### src/rtl/irpd_pkg.sv
package irpd_pkg;

  typedef enum logic [2:0] {
    PH_IDLE  = 3'd0,
    PH_HMARK = 3'd1,
    PH_HGAP  = 3'd2,
    PH_SPACE = 3'd3,
    PH_MARK  = 3'd4,
    PH_END   = 3'd5
  } irpd_phase_e;

  function automatic int irpd_max4(input int a, input int b, input int c, input int d);
    int m;
    m = a;
    if (b > m) m = b;
    if (c > m) m = c;
    if (d > m) m = d;
    return m;
  endfunction

endpackage

### src/rtl/irpd_rst_sync.sv
module irpd_rst_sync #(
  parameter int STAGES = 2
) (
  input  logic clk,
  input  logic rst_n,
  output logic rst_sync_n
);

  logic [STAGES-1:0] pipe_q;

  always_ff @(posedge clk or negedge rst_n) begin
    if (!rst_n) pipe_q <= '0;
    else        pipe_q <= {pipe_q[STAGES-2:0], 1'b1};
  end

  assign rst_sync_n = pipe_q[STAGES-1];

endmodule

### src/rtl/irpd_crc.sv
module irpd_crc #(
  parameter int          DATA_W = 16,
  parameter int          CRC_W  = 8,
  parameter logic [7:0]  POLY   = 8'h07
) (
  input  logic [DATA_W-1:0] data_i,
  output logic [CRC_W-1:0]  crc_o
);

  localparam int NBYTES = DATA_W / 8;

  always_comb begin
    logic [CRC_W-1:0] c;
    logic             fb;
    c = '0;
    for (int i = 0; i < NBYTES; i++) begin
      for (int b = 7; b >= 0; b--) begin
        fb = c[CRC_W-1] ^ data_i[i*8+b];
        c  = {c[CRC_W-2:0], 1'b0};
        if (fb) c = c ^ POLY[CRC_W-1:0];
      end
    end
    crc_o = c;
  end

endmodule

### src/rtl/irpd_seq.sv
module irpd_seq
  import irpd_pkg::*;
#(
  parameter int FRAME_W  = 24,
  parameter int HDR_MARK = 32,
  parameter int HDR_GAP  = 8,
  parameter int MARK_LEN = 8,
  parameter int SPACE0   = 8,
  parameter int SPACE1   = 16
) (
  input  logic               clk,
  input  logic               rst_n,
  input  logic               smp_en,
  input  logic               start,
  input  logic [FRAME_W-1:0] frame_i,
  output logic               emit_o,
  output logic               act_o,
  output logic               busy_o,
  output logic               done_o
);

  localparam int MAXL   = irpd_max4(HDR_MARK, HDR_GAP, MARK_LEN, SPACE1 > SPACE0 ? SPACE1 : SPACE0);
  localparam int CNT_W  = $clog2(MAXL + 1);
  localparam int BIDX_W = $clog2(FRAME_W);

  localparam logic [CNT_W-1:0]  HM_LAST = CNT_W'(HDR_MARK - 1);
  localparam logic [CNT_W-1:0]  HG_LAST = CNT_W'(HDR_GAP - 1);
  localparam logic [CNT_W-1:0]  MK_LAST = CNT_W'(MARK_LEN - 1);
  localparam logic [CNT_W-1:0]  S0_LAST = CNT_W'(SPACE0 - 1);
  localparam logic [CNT_W-1:0]  S1_LAST = CNT_W'(SPACE1 - 1);
  localparam logic [BIDX_W-1:0] B_LAST  = BIDX_W'(FRAME_W - 1);

  irpd_phase_e        phase_q, phase_d;
  logic [CNT_W-1:0]   cnt_q, cnt_d;
  logic [BIDX_W-1:0]  bidx_q, bidx_d;
  logic [FRAME_W-1:0] sh_q, sh_d;
  logic               done_q, done_d;
  logic [CNT_W-1:0]   sp_last;

  assign sp_last = sh_q[0] ? S1_LAST : S0_LAST;

  always_comb begin
    phase_d = phase_q;
    cnt_d   = cnt_q;
    bidx_d  = bidx_q;
    sh_d    = sh_q;
    done_d  = 1'b0;
    act_o   = 1'b0;
    unique case (phase_q)
      PH_IDLE: begin
        if (start) begin
          phase_d = PH_HMARK;
          cnt_d   = '0;
          bidx_d  = '0;
          sh_d    = frame_i;
        end
      end
      PH_HMARK: begin
        act_o = 1'b1;
        if (smp_en) begin
          if (cnt_q == HM_LAST) begin
            phase_d = PH_HGAP;
            cnt_d   = '0;
          end else begin
            cnt_d = cnt_q + 1'b1;
          end
        end
      end
      PH_HGAP: begin
        if (smp_en) begin
          if (cnt_q == HG_LAST) begin
            phase_d = PH_SPACE;
            cnt_d   = '0;
          end else begin
            cnt_d = cnt_q + 1'b1;
          end
        end
      end
      PH_SPACE: begin
        if (smp_en) begin
          if (cnt_q == sp_last) begin
            phase_d = PH_MARK;
            cnt_d   = '0;
          end else begin
            cnt_d = cnt_q + 1'b1;
          end
        end
      end
      PH_MARK: begin
        act_o = 1'b1;
        if (smp_en) begin
          if (cnt_q == MK_LAST) begin
            cnt_d = '0;
            sh_d  = {1'b0, sh_q[FRAME_W-1:1]};
            if (bidx_q == B_LAST) begin
              phase_d = PH_END;
            end else begin
              bidx_d  = bidx_q + 1'b1;
              phase_d = PH_SPACE;
            end
          end else begin
            cnt_d = cnt_q + 1'b1;
          end
        end
      end
      PH_END: begin
        if (smp_en) begin
          phase_d = PH_IDLE;
          done_d  = 1'b1;
        end
      end
      default: phase_d = PH_IDLE;
    endcase
  end

  always_ff @(posedge clk or negedge rst_n) begin
    if (!rst_n) begin
      phase_q <= PH_IDLE;
      cnt_q   <= '0;
      bidx_q  <= '0;
      sh_q    <= '0;
      done_q  <= 1'b0;
    end else begin
      phase_q <= phase_d;
      cnt_q   <= cnt_d;
      bidx_q  <= bidx_d;
      sh_q    <= sh_d;
      done_q  <= done_d;
    end
  end

  assign emit_o = smp_en && (phase_q != PH_IDLE);
  assign busy_o = (phase_q != PH_IDLE);
  assign done_o = done_q;

endmodule

### src/rtl/irpd_drv.sv
module irpd_drv #(
  parameter bit INVERT = 1'b0
) (
  input  logic clk,
  input  logic rst_n,
  input  logic emit_i,
  input  logic act_i,
  output logic level_o
);

  logic act_q, act_d;

  always_comb act_d = emit_i ? act_i : act_q;

  always_ff @(posedge clk or negedge rst_n) begin
    if (!rst_n) act_q <= 1'b0;
    else        act_q <= act_d;
  end

  generate
    if (INVERT) begin : g_active_low
      assign level_o = ~act_q;
    end else begin : g_active_high
      assign level_o = act_q;
    end
  endgenerate

endmodule

### src/rtl/irpd_tx.sv
module irpd_tx #(
  parameter int         TYPE_W   = 3,
  parameter int         ID_W     = 8,
  parameter int         VAL_W    = 5,
  parameter int         CRC_W    = 8,
  parameter logic [7:0] CRC_POLY = 8'h07,
  parameter int         HDR_MARK = 32,
  parameter int         HDR_GAP  = 8,
  parameter int         MARK_LEN = 8,
  parameter int         SPACE0   = 8,
  parameter int         SPACE1   = 16,
  parameter bit         INVERT   = 1'b0
) (
  input  logic              clk,
  input  logic              rst_n,
  input  logic              smp_en,
  input  logic              start,
  input  logic [TYPE_W-1:0] pkt_type,
  input  logic [ID_W-1:0]   pkt_id,
  input  logic [VAL_W-1:0]  pkt_val,
  output logic              level_o,
  output logic              busy_o,
  output logic              done_o
);

  localparam int DATA_W  = TYPE_W + ID_W + VAL_W;
  localparam int FRAME_W = DATA_W + CRC_W;

  logic               rst_int_n;
  logic [DATA_W-1:0]  data_w;
  logic [CRC_W-1:0]   crc_w;
  logic [FRAME_W-1:0] frame_w;
  logic               emit_w;
  logic               act_w;

  irpd_rst_sync #(.STAGES(2)) u_rst (
    .clk        (clk),
    .rst_n      (rst_n),
    .rst_sync_n (rst_int_n)
  );

  assign data_w  = {pkt_val, pkt_id, pkt_type};

  irpd_crc #(.DATA_W(DATA_W), .CRC_W(CRC_W), .POLY(CRC_POLY)) u_crc (
    .data_i (data_w),
    .crc_o  (crc_w)
  );

  assign frame_w = {crc_w, data_w};

  irpd_seq #(
    .FRAME_W  (FRAME_W),
    .HDR_MARK (HDR_MARK),
    .HDR_GAP  (HDR_GAP),
    .MARK_LEN (MARK_LEN),
    .SPACE0   (SPACE0),
    .SPACE1   (SPACE1)
  ) u_seq (
    .clk     (clk),
    .rst_n   (rst_int_n),
    .smp_en  (smp_en),
    .start   (start),
    .frame_i (frame_w),
    .emit_o  (emit_w),
    .act_o   (act_w),
    .busy_o  (busy_o),
    .done_o  (done_o)
  );

  irpd_drv #(.INVERT(INVERT)) u_drv (
    .clk     (clk),
    .rst_n   (rst_int_n),
    .emit_i  (emit_w),
    .act_i   (act_w),
    .level_o (level_o)
  );

endmodule

### config.mk
export PLATFORM = sky130hd
export DESIGN_NAME = irpd_tx
export DESIGN_NICKNAME = d
export VERILOG_FILES = /design/src/rtl/irpd_pkg.sv /design/src/rtl/irpd_rst_sync.sv /design/src/rtl/irpd_crc.sv /design/src/rtl/irpd_seq.sv /design/src/rtl/irpd_drv.sv /design/src/rtl/irpd_tx.sv
export SDC_FILE = /design/constraint.sdc
export NUM_CORES = 1
export LEC_CHECK = 0
export BUFFER_PORTS_ARGS = -buffer_cell sky130_fd_sc_hd__buf_2
export CORE_MARGIN = 10
export CORE_UTILIZATION = 59
export CTS_CLUSTER_DIAMETER = 40
export DETAILED_ROUTE_END_ITERATION = 8
export GPL_TIMING_DRIVEN = 0
export PLACE_DENSITY = 0.75
export SLEW_MARGIN = 10
export SYNTH_ARGS = -nofsm -noshare
export SYNTH_HDL_FRONTEND = slang
export SYNTH_SLANG_ARGS = --single-unit
### constraint.sdc
create_clock -name clk -period 1.5 [get_ports clk]
set_input_delay 0.075 -clock clk [delete_from_list [all_inputs] [get_ports clk]]
set_output_delay 0.075 -clock clk [all_outputs]
set_load 0.02 [all_outputs]
# After elaboration in Yosys (flattened, before gate mapping)

Cells that the tools add are included.

Add/subtract/negate cells: 2
Equality and inequality tests: 21
Multiplexer cells: 49
Bitwise operators: 30
Reductions and logical operators: 11

Operators by type and width:

| kind                | number |
|---|---|
| $mux 3              | 27 |
| $mux 24             | 3 |
| $pmux 24 s2         | 1 |
| $not 3->3           | 15 |
| $mux 6              | 7 |
| $pmux 6 s4          | 1 |
| $mux 5              | 4 |
| $pmux 3 s6          | 1 |
| $ne 2x2->1 const B  | 7 |
| $ne 2x1->1 const B  | 5 |
| $pmux 5 s2          | 1 |
| $reduce_and 10->1   | 1 |
| $reduce_and 5->1    | 2 |
| $xor 1x1->1         | 10 |
| $add 6x1->6 const B | 1 |
| $eq 3x2->1 const B  | 2 |
| $eq 3x3->1 const B  | 2 |
| $eq 6x3->1 const B  | 1 |
| $eq 6x5->1 const B  | 1 |
| $eq 6x6->1          | 1 |
| $add 5x1->5 const B | 1 |
| $eq 5x5->1 const B  | 1 |
| $xor 1x1->1 const A | 5 |
| $mux 4              | 1 |
| other kinds (9)     | 12 |

Flip-flop bits (word level): 42
Input bits: 20
Output and inout port bits: 3
Logic and storage cells: 120

# Longest topological paths before layout

Gate-level depths: netlist of the first run.

Depth in word-level cells: 33
Mapped depth: 8
Gate-level depth less buffers: 6

# By module

A second synthesis of the first run with hierarchy kept.

Cell total of the unflattened synthesis: 256
Area total of the unflattened synthesis: 2662.6 µm²

Modules (own cells, without submodules):

| module        | instances | cells each | area an instance (µm²) | seq. area each (µm²) |
|---|---|---|---|---|
| irpd_seq      | 1         | 221        | 2229.6                 | 975.9 |
| irpd_crc      | 1         | 30         | 339.1                  | 0.0 |
| irpd_rst_sync | 1         | 3          | 53.8                   | 50.0 |
| irpd_drv      | 1         | 2          | 40.0                   | 25.0 |

# Worst setup path before layout of the first run

OpenSTA, ideal clock, no wires.

Path kind: reg2reg
Start point: register u_seq.cnt_q[0]
End point: register u_seq.sh_q[22]
Data arrival time: 1.734 ns
Data required time: 1.382 ns
Path slack: -0.352 ns
Cell stages (with the launch flop): 8
Path through: dfrtp_1 > ha_1 > nand3b_1 > nor3_1 > o21ai_0 > clkbuf_1 > a211oi_1 > a21o_1

Cells in the longest elaborated chain, start to end: 3

Ends and longest elaborated chain:

| what                              | RTL line        | source |
|---|---|---|
| start: declaration                | irpd_seq.sv:34  | `logic [CNT_W-1:0] cnt_q, cnt_d;` |
| start signal: assignment          | irpd_seq.sv:125 | `cnt_q <= cnt_d;` |
| $eq 6x3->1                        | irpd_seq.sv:92  | `if (cnt_q == MK_LAST) begin` |
| $ne 2x1->1 (no source line)       | n/a             |  |
| $reduce_and 4->1 (no source line) | n/a             |  |
| end signal: assignment            | irpd_seq.sv:121 | `sh_q <= '0;` |
| end signal: assignment            | irpd_seq.sv:127 | `sh_q <= sh_d;` |
| end: declaration                  | irpd_seq.sv:36  | `logic [FRAME_W-1:0] sh_q, sh_d;` |

No other way between the ends.
A chain may end at the register's enable or synchronous reset.

# Worst setup path in the final report of the first run

Start point: register u_seq.phase_q[2]
End point: register u_seq.cnt_q[3]

Cells in the longest elaborated chain, start to end: 4

Ends and longest elaborated chain:

| what                                                                    | RTL line        | source |
|---|---|---|
| start: declaration                                                      | irpd_seq.sv:33  | `irpd_phase_e phase_q, phase_d;` |
| start signal: assignment                                                | irpd_seq.sv:124 | `phase_q <= phase_d;` |
| $eq 3x2->1 / $eq 3x3->1 (equally long branches)                         | irpd_seq.sv:49  | `unique case (phase_q)` |
| $reduce_or 2->1 (no source line)                                        | n/a             |  |
| $ne 2x1->1 (no source line) / $reduce_bool 4->1 (equally long branches) | n/a             |  |
| $reduce_and 5->1 (no source line)                                       | n/a             |  |

Several ways; a longest one is shown, not always the timed one.

==> flow_summary_export.csv, run 1 <==
group,metric,value,unit
critical_path,critPathTopFamily,"simple AND/OR/NAND/NOR gates",
floorplan,fp.dieW,86.43,um
sta,finalCriticalPeriod,1813,ps
sta,tns,-8248,ps
placed_design,io_buffers,21,
critical_path,path_buf_inv,0,
global_route,grt_max_degree,28,
floorplan,start_util,60.21,%
floorplan,rows,24,
pwr,leakage,1.758,nW
synthesis,yosysTopAreaCellShare,40.37,%
synthesis,synth_cells,260,
drt,drt_iter0_markers,148,
synthesis,synth_top_area_cell,"dfrtp_1",
synthesis,synth.most_common_cell,"dfrtp_1",
critical_path,worstSetupEndpointType,"register",
synthesis,ys_seq_area_share,40.37,%
final_layout,antennaDiodeCount,0,
floorplan,core,4324,um2
placed_design,gp_congestion,0.9256,
outcome,violations,"negative setup slack",
min_path,hp-class,"input pin to async pin",
clocking,h-tree-depth,2,
clocking,cts_root_buf,"clkbuf_8",
final_layout,multi_input_area,1797,um2
sta,slew_headroom,66.63,%
drt,first_pass_iters,4,
critical_path,crit_fanout,8,
critical_path,path_class,"register to register",
run,drv_cap,0,
placed_design,dpl-instance-area,2943,um2
pwr,power,3.352,mW
clocking,path_clk_slew,90,ps
pwr,p_int,2.213,mW
synthesis,ys_async_sr_fraction,100.0,%
critical_path,required,1730,ps
pwr,seq_power_share,40.2,%
drt,viasPerCell,6.003,
sta,clock.fmax,551.6,MHz
synthesis,synth_top_cells_by_count,"42 x dfrtp_1, 33 x nor2_1, 23 x a21oi_1, 21 x xnor2_1, 20 x mux2i_1",
pwr,peakVddDrop,1.050,mV
critical_path,start_kind,"register",
critical_path,crit_arrival,2050,ps
sta,worst_slew_pin_slew,500.6,ps
critical_path,crit_chain,"or3b_4 > o21ai_2 > a22o_1 > or4b_1 > o21ai_1",
clocking,cts_tree,"built",
pwr,p_sw_share,33.97,%
global_route,antenna_found_initial,0,
critical_path,r2r_end,"u_seq.cnt_q[3]$_DFFE_PN0P_",
drt,drt-total-wl,6929,um
synthesis,synth_seq_cells,42,
sta,drv_slew,0,
pwr,powerDensity,929.7,nW/um2
outcome,outcome,"finished, violations left",
sta,fin_worst_skew,11.69,ps
synthesis,yosysWarnings,0,
final_layout,postLayoutCellArea,3606,um2
sta,finalSetupViolCount,39,
pwr,p_sw,1.139,mW
global_route,grt_pass1_vias,2147,
sta,timing.hold.ws,54.97,ps
floorplan,die_area,7470,um2
clocking,clock_latency,310,ps
synthesis,ys.flop_type,"dfrtp_1",
final_layout,drive_gt1_share,45.74,%
synthesis,synth_nets,282,
critical_path,reg2reg_from,"u_seq.phase_q[2]$_DFFE_PN0P_",
global_route,grt_pass1_wl,10210,um
global_route,grt_usage,17.02,%
floorplan,dieHeight,86.43,um
synthesis,syn_avg_cell_area,10.01,um2
final_layout,fillerInstances,242,
clocking,clock_path_buffers,2,
synthesis,ys_top_cells_by_area,"dfrtp_1 40%, mux2i_1 7.7%, xnor2_1 7.1%",
critical_path,cp_slowest_cell,"dfrtp_2",
synthesis,syn_area,2604,um2
synthesis,yosysUniqueCellTypes,52,
drt,ant_nets,0,
global_route,grt-ovfl-total,0,
floorplan,ioPinCount,23,
clocking,cts.sinks,42,
final_layout,seqCellArea,1060,um2
sta,rsz0062_at_grt,"true",
critical_path,reg2regPathDepth,5,
sta,setup_ws,-312.8,ps
clocking,cts_buffers,5,
placed_design,place_hpwl,4243,um
synthesis,synth_edf_count,0,
pwr,clockPowerShare,23.4,%
final_layout,nNetsFinal,338,
drt,vias,2215,
drt,wire_per_inst,18.78,um
final_layout,area_growth,38.49,%
drt,drc,0,
critical_path,cp_slowest_stage_delay,480,ps
critical_path,r2r_slack,-310,ps
sta,finalHoldViolCount,0,
sta,post-route-period-util,120.9,%
pwr,power_frac_comb,36.3,%
==> sequential cells by signal, indices dropped and copies added, names as in the netlist <==
| signal | cells |
|---|---|
| u_seq.sh_q | 24 |
| u_seq.done_o | 1 |
| u_seq.bidx_q | 5 |
| u_seq.phase_q | 3 |
| u_drv.level_o | 1 |
| u_rst.pipe_q | 2 |
| u_seq.cnt_q | 6 |
==> repair_timing <==
action	CTS	global route
pin swaps	11	13
resized for setup	39	55
buffers inserted	19	7
hold buffers	1	0
endpoints found under the setup margin	39	39
endpoints found under the hold margin	2	0
gates cloned	2	1
==> power by group through the flow <==
stage	logic, mW	clock network, mW	registers, mW
after floorplan	0.700	0	1.34
after detailed placement	0.875	0	1.35
after global placement	0.843	0	1.36
after CTS	1.08	0.786	1.33
final	1.22	0.786	1.35
after global routing	1.30	0.825	1.36
==> worst max path at each step <==
stage | start | endpoint | slack, ps | cells after the start
detailed placement | u_seq.cnt_q[0]$_DFFE_PN0P_ | u_seq.phase_q[0]$_DFFE_PN0P_ | -410 | 6
floorplan | u_seq.phase_q[0]$_DFFE_PN0P_ | u_seq.cnt_q[3]$_DFFE_PN0P_ | -220 | 6
finish | u_seq.phase_q[2]$_DFFE_PN0P_ | u_seq.cnt_q[3]$_DFFE_PN0P_ | -310 | 5
global route | u_seq.bidx_q[0]$_DFFE_PN0P_ | u_seq.bidx_q[2]$_DFFE_PN0P_ | -390 | 6
global placement | u_seq.phase_q[2]$_DFFE_PN0P_ | u_seq.phase_q[0]$_DFFE_PN0P_ | -370 | 6
CTS | u_seq.cnt_q[0]$_DFFE_PN0P_ | u_seq.bidx_q[2]$_DFFE_PN0P_ | -330 | 7
==> stage by stage <==
| stage | instances | setup slack [ps] | util, % |
|---|---|---|---|
| detailed placement | 334 | -406.7 | 68.06 |
| floorplan | 260 | -224.0 | - |
| finish | 369 | -312.8 | 83.39 |
| CTS | 362 | -328.5 | 77.46 |
| global placement | 333 | -374.1 | 67.56 |
| global route | 369 | -392.2 | 83.39 |
==> area by class of cell <==
| class | instances | area share [%] |
|---|---|---|
| plain buffers | 12 | 3.990 |
| clock buffers | 5 | 1.908 |
| clock inverters | 3 | 0.6940 |
| inverters | 3 | 0.3123 |
| multi-input cells | 201 | 49.83 |
| flip-flops and latches | 42 | 29.39 |
| well taps | 52 | 1.804 |
| repair buffers | 51 | 12.07 |
==> layout by cell type, fill, tap and decap left out, drive strengths merged, types with 2 or more instances in the layout <==
cell / synthesis / final
buf: 4 / 57
dfrtp: 42 / 42
nor2: 33 / 33
xnor2: 23 / 23
a21oi: 23 / 23
mux2i: 20 / 20
nand2: 13 / 13
clkbuf: 10 / 10
o21ai: 9 / 9
xnor3: 7 / 7
a21o: 6 / 6
nand2b: 6 / 6
nor3: 6 / 6
nand3: 5 / 5
or2: 4 / 4
inv: 3 / 4
a211oi: 4 / 4
nor2b: 3 / 3
o21a: 3 / 3
a22o: 3 / 3
a32o: 3 / 3
o31a: 2 / 2
xor2: 2 / 2
ha: 2 / 2
==> kinds of logic (layout without fill, tap and decap cells) <==
group | after synthesis | count (layout) | synth area share, %
simple gates | 81 | 81 | 15.19
fa+ha+maj | 2 | 2 | 0.9609
buf+inv | 17 | 74 | 2.643
flops | 42 | 42 | 40.37
xor+xnor | 33 | 33 | 16.39
other cells | 1 | 1 | 0.1440
compound gates | 63 | 63 | 16.19
mux | 21 | 21 | 8.121
==> layer usage <==
metal,vias to the layer above,part of all wire (%),track usage [%]
met2,60,50,26.78
met3,20,4.5,4.221
met1,1097,43,22.11
met5,-,0,0
li1,1038,-,-
met4,0,2.4,6.186
==> worst register-to-register path: stages, from the launching register on <==
cell,delay [ps]
dfrtp_2,480
or3b_4,440
o21ai_2,90
a22o_1,210
or4b_1,440
o21ai_1,90
(Power assumes the default switching activity.)
==> run 2, diff against run 1 <==
Settings changed: CTS_BUF_LIST set to sky130_fd_sc_hd__clkbuf_8 sky130_fd_sc_hd__clkbuf_16, REMOVE_ABC_BUFFERS set to 1.
==> flow_summary_export.csv, run 2 (synthesis results as in run 1) <==
group,metric,value,unit
placed_design,gp_congestion,0.8073,
critical_path,cp_slowest_stage_delay,450,ps
global_route,grt_pass1_vias,2433,
clocking,cts_root_buf,"clkbuf_8",
sta,setup_ws,-441.6,ps
clocking,cts.sinks,42,
clocking,path_clk_slew,90,ps
floorplan,ioPinCount,23,
clocking,cts_tree,"built",
placed_design,dp.cells,321,
final_layout,post-route-util,81.42,%
sta,finalSetupViolCount,39,
placed_design,place_hpwl,3971,um
final_layout,largest-register,"u_seq.sh_q",
final_layout,instances_no_fill,367,
sta,tns,-12840,ps
final_layout,drive_gt1_share,43.81,%
final_layout,largest_reg_flops,24,
final_layout,nNetsFinal,336,
critical_path,path_buf_inv,0,
final_layout,final_cell_mix,"36 x dfrtp_1, 25 x buf_4, 21 x xnor2_1, 21 x buf_2, 20 x mux2i_1",
placed_design,io_buffers,22,
drt,vias,2386,
global_route,antenna_found_initial,0,
pwr,power,3.470,mW
drt,drt_iter0_markers,198,
sta,rsz0062_at_grt,"true",
global_route,grt_pass1_wl,11820,um
clocking,clock_path_buffers,2,
sta,worst_slew_pin_slew,656.3,ps
floorplan,die_area,7470,um2
run,drv_cap,0,
outcome,violations,"negative setup slack",
drt,viasPerCell,6.501,
drt,drc,0,
placed_design,dpl-instance-area,2750,um2
placed_design,place_ws,-1084,ps
critical_path,crit_chain,"ha_4 > nand3b_1 > or2_4 > or4_4 > a21oi_4 > a221o_1",
final_layout,top_regs,"u_seq.sh_q: 24 flops, u_seq.cnt_q: 6 flops, u_seq.bidx_q: 5 flops",
sta,fin_worst_skew,8.693,ps
drt,ant_nets,0,
critical_path,worstSetupEndpointType,"register",
global_route,grt_max_degree,25,
critical_path,cp_slowest_cell,"or4_4",
critical_path,required,1750,ps
sta,timing.hold.ws,79.25,ps
sta,clock.fmax,515.0,MHz
clocking,h-tree-depth,2,
pwr,powerDensity,985.5,nW/um2
floorplan,dieHeight,86.43,um
sta,finalCriticalPeriod,1942,ps
floorplan,core,4324,um2
pwr,leakage,1.732,nW
sta,finalHoldViolCount,0,
global_route,grt_usage,19.63,%
sta,slew_headroom,56.05,%
final_layout,final_common_cell,"dfrtp_1",
sta,drv_slew,0,
final_layout,antennaDiodeCount,0,
floorplan,start_util,60.21,%
drt,wire_per_inst,21.68,um
clocking,cts_buffers,5,
final_layout,area_growth,35.22,%
global_route,grt-ovfl-total,0,
sta,post-route-period-util,129.4,%
drt,drt-total-wl,7956,um
critical_path,path_class,"register to register",
critical_path,crit_fanout,7,
pwr,peakVddDrop,0.6542,mV
floorplan,fp.dieW,86.43,um
min_path,hp-class,"input pin to async pin",
critical_path,start_kind,"register",
clocking,clock_latency,310,ps
final_layout,postLayoutCellArea,3521,um2
critical_path,critPathTopFamily,"simple AND/OR/NAND/NOR gates",
critical_path,crit_arrival,2190,ps
drt,first_pass_iters,5,
floorplan,rows,24,
outcome,outcome,"finished, violations left",
## run 2: final timing paths
path                            slack [ps]  depth (start not counted)                  startpoint                           end
worst min-delay path                    80                          2                       rst_n     u_rst.pipe_q[0]$_DFF_PN0_
min in group clk                       110                          3                      smp_en    u_seq.cnt_q[0]$_DFFE_PN0P_
worst max register to register        -440                          6  u_seq.cnt_q[1]$_DFFE_PN0P_  u_seq.phase_q[1]$_DFFE_PN0P_
worst min register to register         220                          0   u_rst.pipe_q[1]$_DFF_PN0_     u_seq.sh_q[5]$_DFFE_PN0P_
worst max-delay path                  -440                          6  u_seq.cnt_q[1]$_DFFE_PN0P_  u_seq.phase_q[1]$_DFFE_PN0P_
max in group asynchronous              800                          1   u_rst.pipe_q[1]$_DFF_PN0_    u_seq.cnt_q[3]$_DFFE_PN0P_
## run 2: routing by layer
metal | wire (um) | track usage (%)
met4 | 444 | 10.16
met5 | 0 | 0
met3 | 507 | 5.159
met2 | 4065 | 34.09
met1 | 2937 | 21.40
## run 2: cell type report
cell class | instances | area [um2]
Tap cell | 52 | 65.06
Multi-Input combinational cell | 208 | 1858
Timing Repair Buffer | 54 | 415.4
Clock inverter | 3 | 43.79
Fill cell | 250 | 803.3
Inverter | 3 | 11.26
Sequential cell | 42 | 1059
Clock buffer | 5 | 68.82
## run 2: power by group
group	switching (mW)	internal (mW)	leakage, nW
Clock	0.445	0.500	0.0585
Combinational	0.528	0.612	1.12
Sequential	0.154	1.23	0.552
Total	1.13	2.34	1.73
## run 2: what timing repair did
| item | 4_1_cts | 5_1_grt |
|---|---|---|
| endpoints found under the hold margin | 2 | 0 |
| gates cloned | 7 | 1 |
| setup buffers | 21 | 9 |
| endpoints found under the setup margin | 39 | 39 |
| hold buffers | 1 | 0 |
| resized for setup | 55 | 40 |
| pin swaps | 24 | 14 |
==> run 3, diff against run 2 <==
Settings changed: TNS_END_PERCENT set to 1.
==> flow_summary_export.csv, run 3 (synthesis results as in run 1) <==
group,metric,value,unit
outcome,outcome,"finished, violations left",
outcome,violations,"negative setup slack",
final_layout,largest_reg_flops,24,
clocking,clock_path_buffers,2,
sta,finalSetupViolCount,39,
final_layout,final_cell_mix,"36 x dfrtp_1, 30 x nor2_1, 22 x a21oi_1, 21 x xnor2_1, 21 x buf_2",
global_route,grt-ovfl-total,0,
placed_design,place_hpwl,3971,um
drt,drc,0,
final_layout,top_regs,"u_seq.sh_q: 24 flops, u_seq.cnt_q: 6 flops, u_seq.bidx_q: 5 flops",
placed_design,place_ws,-1084,ps
clocking,cts.sinks,42,
drt,ant_nets,0,
pwr,powerDensity,1028,nW/um2
sta,rsz0062_at_grt,"true",
min_path,hp-class,"input pin to async pin",
floorplan,core,4324,um2
final_layout,largest-register,"u_seq.sh_q",
critical_path,required,1750,ps
placed_design,gp_congestion,0.8073,
final_layout,drive_gt1_share,28.57,%
final_layout,area_growth,21.62,%
drt,viasPerCell,5.954,
critical_path,reg2regPathDepth,6,
final_layout,nNetsFinal,315,
global_route,grt_max_degree,35,
drt,first_pass_iters,4,
placed_design,io_buffers,22,
floorplan,die_area,7470,um2
floorplan,rows,24,
clocking,path_clk_slew,90,ps
critical_path,r2r_end,"u_seq.phase_q[1]$_DFFE_PN0P_",
sta,fin_worst_skew,9.191,ps
clocking,cts_buffers,5,
pwr,power,3.256,mW
sta,finalCriticalPeriod,1870,ps
sta,clock.fmax,534.8,MHz
floorplan,dieHeight,86.43,um
drt,wire_per_inst,17.76,um
global_route,grt_usage,17.07,%
clocking,clock_latency,310,ps
clocking,cts_tree,"built",
sta,drv_slew,0,
pwr,peakVddDrop,0.6551,mV
run,drv_cap,0,
critical_path,worstSetupEndpointType,"register",
drt,vias,2060,
critical_path,crit_fanout,7,
global_route,grt_pass1_vias,2214,
drt,drt_iter0_markers,101,
critical_path,start_kind,"register",
clocking,cts_root_buf,"clkbuf_8",
final_layout,final_common_cell,"dfrtp_1",
floorplan,start_util,60.21,%
drt,drt-total-wl,6144,um
sta,finalHoldViolCount,0,
floorplan,ioPinCount,23,
global_route,grt_pass1_wl,10370,um
global_route,antenna_found_initial,0,
critical_path,reg2reg_from,"u_seq.cnt_q[1]$_DFFE_PN0P_",
critical_path,path_class,"register to register",
floorplan,fp.dieW,86.43,um
sta,setup_ws,-369.8,ps
sta,post-route-period-util,124.7,%
critical_path,r2r_slack,-370,ps
critical_path,crit_arrival,2120,ps
pwr,leakage,1.596,nW
final_layout,antennaDiodeCount,0,
clocking,h-tree-depth,2,
==> run 3: changes by cell type in the layout (fill, tap and decap cells not counted), sizes merged <==
cell    before  now
o21ai       10    9
buf         52   37
clkbuf       6    5
o21a         8    4
==> run 3: report_power, final <==
part,switching (mW),internal (mW)
registers,0.139,1.23
clock network,0.441,0.500
logic,0.427,0.518
==> run 3: per-stage QoR <==
step                cells  hold slack [ps]  TNS (ps)  area (um2)  util, %
finish                346            71.50     -8376        3167    73.24
detailed placement    321           -129.4    -30870        2750    63.60
CTS                   345            65.03     -8503        3089    71.44
global placement      320           -140.0    -39640        2721    62.93
global route          346            82.70    -12440        3167    73.24
floorplan             246           -220.6    -16280        2546        -
==> run 3: worst max path at each step <==
stage / from / to / slack (ps) / cells past startpoint
after detailed placement: u_seq.phase_q[2]$_DFFE_PN0P_ / u_seq.cnt_q[3]$_DFFE_PN0P_ / -1080 / 5
after floorplan: u_seq.phase_q[2]$_DFFE_PN0P_ / u_seq.cnt_q[3]$_DFFE_PN0P_ / -790 / 5
after global routing: u_seq.cnt_q[1]$_DFFE_PN0P_ / u_seq.phase_q[1]$_DFFE_PN0P_ / -460 / 6
after CTS: u_seq.bidx_q[1]$_DFFE_PN0P_ / u_seq.bidx_q[2]$_DFFE_PN0P_ / -330 / 6
final: u_seq.cnt_q[1]$_DFFE_PN0P_ / u_seq.phase_q[1]$_DFFE_PN0P_ / -370 / 6
after global placement: u_seq.phase_q[2]$_DFFE_PN0P_ / u_seq.cnt_q[3]$_DFFE_PN0P_ / -1080 / 5
==> run 3: layout make-up <==
class	instances	area, um2
Multi-Input combinational cell	203	1653
Fill cell	312	1157
Sequential cell	42	1059
Timing Repair Buffer	38	266.5
Clock buffer	5	68.82
Tap cell	52	65.06
Clock inverter	3	43.79
Inverter	3	11.26
==> run 3: critical path, cell delays in order (launching register included) <==
cell      delay [ps]
dfrtp_1          400
ha_4             170
nand3b_1         240
or2_4            340
or4_1            420
a21oi_2          130
a221o_1          110
==> run 3: timing repair <==
action                                 CTS  global route
pin swaps                               22            10
setup endpoints to repair               39            39
setup buffers                           15             0
hold buffers                             1             0
cloned                                   1             1
endpoints found under the hold margin    2             0
gates resized for setup                 31            18
==> run 3: metal layers <==
| metal | vias up | part of all wire [%] | GRT usage, % |
|---|---|---|---|
| met3 | 7 | 3.8 | 4.315 |
| met4 | 0 | 1.2 | 6.333 |
| met1 | 1027 | 42 | 19.28 |
| met2 | 39 | 52 | 30.13 |
| met5 | - | 0 | 0 |
| li1 | 987 | - | - |
